===== src/rtl/ilv_pkg.sv =====
package ilv_pkg;

  typedef enum logic {ST_IDLE, ST_RUN} run_st_e;

  // Group size of the second permutation step, from coded bits per subcarrier.
  function automatic logic [1:0] grp_from_bpsc(input logic [2:0] bpsc);
    case (bpsc)
      3'd6:    return 2'd3;
      3'd4:    return 2'd2;
      default: return 2'd1;
    endcase
  endfunction

  // Residue of x modulo a group size of 1, 2 or 3.
  function automatic logic [1:0] mod_grp(input logic [15:0] x, input logic [1:0] g);
    case (g)
      2'd2:    return {1'b0, x[0]};
      2'd3:    return 2'(x % 16'd3);
      default: return 2'd0;
    endcase
  endfunction

endpackage


===== src/rtl/ilv_idx_cnt.sv =====
// Two-level index counter: lo is the fast digit wrapping at lo_lim, hi the
// slow digit. acc accumulates acc_inc on the fast digit (forward) or on the
// slow digit (reverse), so no multiplier is needed.
module ilv_idx_cnt #(
  parameter int W = 12
) (
  input  logic         clk,
  input  logic         rst_n,
  input  logic         clear,
  input  logic         step,
  input  logic         deint,
  input  logic [W-1:0] lo_lim,
  input  logic [W-1:0] hi_lim,
  input  logic [W-1:0] acc_inc,
  output logic [W-1:0] lo,
  output logic [W-1:0] hi,
  output logic [W-1:0] acc,
  output logic         at_end
);

  logic wrap;
  assign wrap   = (lo == lo_lim);
  assign at_end = wrap && (hi == hi_lim);

  always_ff @(posedge clk) begin
    if (!rst_n || clear) begin
      lo  <= '0;
      hi  <= '0;
      acc <= '0;
    end else if (step) begin
      if (wrap) begin
        lo  <= '0;
        hi  <= hi + 1'b1;
        acc <= deint ? acc + acc_inc : '0;
      end else begin
        lo <= lo + 1'b1;
        if (!deint) acc <= acc + acc_inc;
      end
    end
  end

  // The fast digit never runs past its limit while stepping.
  assert_lo_bound_R5: assert property (@(posedge clk) disable iff (!rst_n)
    step |-> (lo <= lo_lim));

endmodule


===== src/rtl/ilv_perm.sv =====
// Combinational address mapping from the counter digits.
// Forward: m = acc + hi, and floor(d*m/N) equals the column digit lo.
// Reverse: i = acc + lo, and floor(d*i/N) equals the block digit hi.
module ilv_perm #(
  parameter int W = 12
) (
  input  logic [W-1:0] lo,
  input  logic [W-1:0] hi,
  input  logic [W-1:0] acc,
  input  logic [2:0]   col_lg,
  input  logic [1:0]   grp,
  input  logic [1:0]   n_res,
  input  logic         deint,
  output logic [W-1:0] addr
);
  import ilv_pkg::*;

  logic [W-1:0] m_f, i_r, lo_r, addr_f, addr_r;
  logic [1:0]   t_f, c_f, v_f, t_r, h_r, u_r;

  always_comb begin
    // forward direction
    m_f    = acc + hi;
    t_f    = mod_grp(16'(m_f), grp);
    c_f    = mod_grp(16'(lo), grp);
    v_f    = mod_grp(16'(t_f) + 16'(n_res) + 16'(grp) - 16'(c_f), grp);
    addr_f = m_f - W'(t_f) + W'(v_f);
    // reverse direction
    i_r    = acc + lo;
    t_r    = mod_grp(16'(i_r), grp);
    h_r    = mod_grp(16'(hi), grp);
    u_r    = mod_grp(16'(t_r) + 16'(h_r), grp);
    lo_r   = lo + W'(u_r) - W'(t_r);
    addr_r = (lo_r << col_lg) + hi;
    addr   = deint ? addr_r : addr_f;
  end

endmodule


===== src/rtl/ilv_addr_gen.sv =====
module ilv_addr_gen #(
  parameter int N_W = 12
) (
  input  logic           clk,
  input  logic           rst_n,
  input  logic           start,
  input  logic [N_W-1:0] cfg_size,
  input  logic [2:0]     cfg_col_lg,
  input  logic [2:0]     cfg_bpsc,
  input  logic           cfg_deint,
  output logic           busy,
  output logic           addr_valid,
  input  logic           addr_ready,
  output logic [N_W-1:0] addr_data,
  output logic           addr_last
);
  import ilv_pkg::*;

  run_st_e        st;
  logic [N_W-1:0] n_q, rows_q;
  logic [2:0]     lg_q;
  logic [1:0]     grp_q, nres_q;
  logic           deint_q;

  logic [N_W-1:0] d_val, lo_lim, hi_lim, lo, hi, acc;
  logic           at_end, clear, step;
  logic [1:0]     grp_in;

  assign grp_in = grp_from_bpsc(cfg_bpsc);
  assign clear  = (st == ST_IDLE) && start;
  assign step   = (st == ST_RUN) && addr_ready;

  always_ff @(posedge clk) begin
    if (!rst_n) begin
      st      <= ST_IDLE;
      n_q     <= '0;
      rows_q  <= '0;
      lg_q    <= '0;
      grp_q   <= 2'd1;
      nres_q  <= '0;
      deint_q <= 1'b0;
    end else if (clear) begin
      st      <= ST_RUN;
      n_q     <= cfg_size;
      rows_q  <= cfg_size >> cfg_col_lg;
      lg_q    <= cfg_col_lg;
      grp_q   <= grp_in;
      nres_q  <= mod_grp(16'(cfg_size), grp_in);
      deint_q <= cfg_deint;
    end else if (step && at_end) begin
      st <= ST_IDLE;
    end
  end

  assign d_val  = N_W'(1) << lg_q;
  assign lo_lim = deint_q ? rows_q - 1'b1 : d_val - 1'b1;
  assign hi_lim = deint_q ? d_val - 1'b1 : rows_q - 1'b1;

  ilv_idx_cnt #(.W(N_W)) u_cnt (
    .clk(clk), .rst_n(rst_n), .clear(clear), .step(step), .deint(deint_q),
    .lo_lim(lo_lim), .hi_lim(hi_lim), .acc_inc(rows_q),
    .lo(lo), .hi(hi), .acc(acc), .at_end(at_end)
  );

  ilv_perm #(.W(N_W)) u_perm (
    .lo(lo), .hi(hi), .acc(acc), .col_lg(lg_q), .grp(grp_q),
    .n_res(nres_q), .deint(deint_q), .addr(addr_data)
  );

  assign busy       = (st == ST_RUN);
  assign addr_valid = busy;
  assign addr_last  = busy && at_end;

  assert_range_R5: assert property (@(posedge clk) disable iff (!rst_n)
    addr_valid |-> (addr_data < n_q));
  assert_hold_R7: assert property (@(posedge clk) disable iff (!rst_n)
    (addr_valid && !addr_ready) |=> (addr_valid && $stable(addr_data) && $stable(addr_last)));
  assert_drop_after_last_R6: assert property (@(posedge clk) disable iff (!rst_n)
    (addr_valid && addr_ready && addr_last) |=> !addr_valid);
  assert_cfg_hold_R8: assert property (@(posedge clk) disable iff (!rst_n)
    (busy && start) |=> ($stable(n_q) && $stable(grp_q) && $stable(deint_q)));
  assert_start_R2: assert property (@(posedge clk) disable iff (!rst_n)
    (start && !busy) |=> addr_valid);

endmodule


===== config.mk =====
export PLATFORM = sky130hd
export DESIGN_NAME = ilv_addr_gen
export DESIGN_NICKNAME = d
export VERILOG_FILES = /design/src/rtl/ilv_pkg.sv /design/src/rtl/ilv_idx_cnt.sv /design/src/rtl/ilv_perm.sv /design/src/rtl/ilv_addr_gen.sv
export SDC_FILE = /design/constraint.sdc
export NUM_CORES = 1
export LEC_CHECK = 0
export ABC_AREA = 1
export BUFFER_PORTS_ARGS = -buffer_cell sky130_fd_sc_hd__buf_2
export CAP_MARGIN = 10
export CORE_MARGIN = 2
export CORE_UTILIZATION = 33
export CTS_CLUSTER_DIAMETER = 50
export DETAILED_ROUTE_END_ITERATION = 6
export GPL_ROUTABILITY_DRIVEN = 0
export PLACE_DENSITY = 0.47
export SLEW_MARGIN = 20
export SYNTH_ARGS = -nofsm -noshare
export SYNTH_HDL_FRONTEND = slang
export SYNTH_SLANG_ARGS = --single-unit

===== constraint.sdc =====
create_clock -name clk -period 24.6 [get_ports clk]
set_input_delay 2.46 -clock clk [delete_from_list [all_inputs] [get_ports clk]]
set_output_delay 2.46 -clock clk [all_outputs]
set_load 0.005 [all_outputs]

==> summary.md <==
| Metric | Value |
|---|---|
| Status | finished, final reports clean |
| Leak | between 8 and 9 nW |
| Mapped cell area | about 15,000 um2 |
| Drt total wl | 43,300 um |
| Syn. warnings | 0 |
| Number of global-route vias before repair | approximately 15,000 |
| Syn Nets | ~2,700 |
| Most common cell in the netlist | nand2_1 |
| Largest area contributor in the synthesized netlist | nand2_1 |
| Total gr overflow | 0 |
| Worst R2R End | u_cnt.hi[11] |
| Critical R2R Launch | lg_q[2] |
| Fin crit share | about nine tenths |
| Clock Sink Count | 57 |
| Full die area | approximately 46,000 um2 |
| Placed cell areas | about 15,000 um2 |
| I/O Pins | 38 |
| Yosys top cell area share | approximately a fifth |
| Setup ws final | 2.26 ns |
| First-pass GRT wire length | 72,000 um |
| Skew-Pair Late Insertion Delay | 0.34 ns |
| CP endpoint kind | primary output |
| Worst Path Required | between 20 and 25 ns |
| Site row count | 76 |
| Clock transition at path regs | approximately 0.060 ns |
| Mapped Cells | about 2,600 |
| Dpl ws | about 1.8 ns |
| DR pass1 iterations | 7 |
| Design area | between 15,000 and 20,000 um2 |
| Largest net degree at the start of global routing | 44 |
| Largest cells by area after synthesis | nand2_1 (19%), ha_1 (11%), inv_1 (10%) |
| Initial antenna violation count | 0 |
| CTS H-tree depth | 3 |
| Post-synth top cells | nand2_1 (731), inv_1 (394), nand3_1 (227), nor2_1 (213), ha_1 (129) |
| Remaining antenna violation count after routing | 0 |
| Most Frequent Cell on Critical Path | nand2_1 |
| Crit path from | u_cnt.acc[9] |
| Initial DRC Count | about 900 |
| Average cell area after synthesis | between 5 and 6 um2 |
| Residual DRC | 0 |
| Finish-stage setup viols | 0 |
| Max clock buf depth | 2 |
| R2R setup slack | around 20 ns |
| Cells after DPL | between 3,000 and 4,000 |
| R2r worst-path depth | 21 |
| Nets | roughly 2,800 |
| Crit path max-delay cell type | fa_1 |
| Max VDD drop | roughly 0.15 mV |
| Worst Path Arrival | 19.88 ns |
| Die Y | roughly 210 um |
| Synth cell types | 68 |
| Sequential share of the synthesized area | approximately 8% |
| Vias | ~16,000 |
| FFs w/ async S/R, synth | 0% |
| Worst-margin pin slew | approximately 0.83 ns |
| Port Buf Inserts | 37 |
| CTS Buf Count | 9 |
| Min Tclk post-route | 22.34 ns |
| Starting Density | approximately a third |
| Ys flop type | dfxtp_1 |
| Fillers | 4,841 |
| Max cap viols | 0 |
| Clk_skew | about 0.0078 ns |
| Clock root buffer | clkbuf_16 |
| RSZ-0062 raised after global routing | no |
| Crit start category | flip-flop |
| Hold WS | 0.542 ns |
| Hold WC Path Type | flip-flop to flip-flop |
| P&R area growth vs syn | 8.46% |
| Slowest stage delay, CP | roughly 0.5 ns |
| Drt wl/cell | approximately 14 um |
| Cts hold-fix bufs | 0 |
| Final Hold Vio Count | 0 |
| Share of cells above drive strength 1 | between 10% and 20% |
| GR Util All Layers | between 10% and 20% |
| Width of the chip | 214 um |
| Antenna Cells | 0 |
| Count of state elements after synthesis | 57 |
| PwrDens | about 90 nW/um2 |
| EDFF count, synth | 0 |
| Final Max Slew Viols | 0 |
| Total core area | 43,300 um2 |
| Worst setup path endpoint | addr_data[11] |
| Final Non-Filler Cells | 3,177 |
| Post-DP HPWL | between 30,000 and 40,000 um |
| Peak Freq | about 0.045 GHz |
| Max FO, Critical Path | 10 |
| Setup TNS | 0 ns |
| Vias per cell | 4.94 |
| CTS tree | done |
| Worst relative slew slack | around 45% |
| Critical path class | flip-flop to primary output |
==> final cells by class <==
type | instances | area (um2) | share of cell area (%)
sequential | 57 | 1160 | 7.36
clock inverter | 4 | 50.0 | 0.318
clock buffer | 12 | 267 | 1.69
multi-input combinational | 2043 | 11700 | 74.0
tap | 585 | 732 | 4.65
timing repair buffer | 49 | 275 | 1.75
inverter | 427 | 1610 | 10.2
==> state kept, by name, indices dropped and copies added (netlist names) <==
name        cells
addr_valid      1
u_cnt.lo       12
lg_q            3
nres_q          2
rows_q         12
deint_q         1
u_cnt.acc      12
u_cnt.hi       12
grp_q           2
==> logic make-up after synthesis <==
kind of cell	Yosys count	share of synthesized area (%)
mux	4	0.284
buf+inv	465	12.5
compound gates	354	14.3
flops	57	7.86
xor+xnor	101	6.20
simple gates	1443	46.1
fa+ha+maj	141	12.8
==> routing by layer <==
| metal | vias to the layer above | track usage, % | wire [um] |
|---|---|---|---|
| met5 | - | 0 | 0 |
| met4 | 0 | 3.69 | 462 |
| met3 | 29 | 1.10 | 915 |
| met2 | 210 | 33.1 | 19700 |
| met1 | 7084 | 26.6 | 22200 |
| li1 | 8361 | - | - |
==> worst min path at each step <==
stage                       startpoint      endpoint  slack [ns]  cells past startpoint
after floorplan           u_cnt.acc[0]  u_cnt.acc[0]        0.48                      2
after global placement      addr_valid    addr_valid        0.52                      2
after detailed placement    addr_valid    addr_valid        0.53                      2
after CTS                   addr_valid    addr_valid        0.54                      2
after global routing      u_cnt.acc[5]  u_cnt.acc[5]        0.56                      2
final                     u_cnt.acc[5]  u_cnt.acc[5]        0.54                      2
==> power breakdown <==
group          switching [mW]  total (mW)  internal, mW
clock                  0.0486       0.135        0.0865
combinational           0.773        1.18         0.406
sequential            0.00388      0.0985        0.0946
==> metrics by stage <==
| step | util [%] | total power, mW |
|---|---|---|
| 2_1_floorplan | - | 0.995 |
| 3_3_place_gp | 35.3 | 1.22 |
| 3_5_place_dp | 35.3 | 1.23 |
| 4_1_cts | 36.0 | 1.37 |
| 5_1_grt | 36.4 | 1.61 |
| 6_report | 36.4 | 1.41 |
==> critical path, delay by kind of cell (launching register included) <==
family,cells,cell delay (ns)
DFF,1,0.46
and+or+nand+nor,92,10.39
adders and majority gates,14,3.95
buffers and inverters,24,1.84
xor gates and xnor gates,3,0.56
AOI/OAI and AO/OA,12,2.27
==> placed cells by master, fill, tap and decap left out, types with 26 or more instances in the layout <==
master   synthesis  layout
nand3_1        227     226
nor2_1         213     208
nand4_1         83      83
dfxtp_1         57      42
o21ai_0        125     123
nand3_2         25      26
xor2_1          84      84
ha_1           129     126
nand2_1        731     729
nor3_1          26      26
nand2_2         36      36
inv_1          394     394
buf_2            4      37
nor2_2          24      28
a21oi_1        107     104
==> what timing repair did <==
action	in CTS	in global routing
setup endpoints to repair	0	6
setup buffers	0	8
endpoints found under the hold margin	0	0
gates resized for setup	0	39
(Power assumes the default switching activity.)
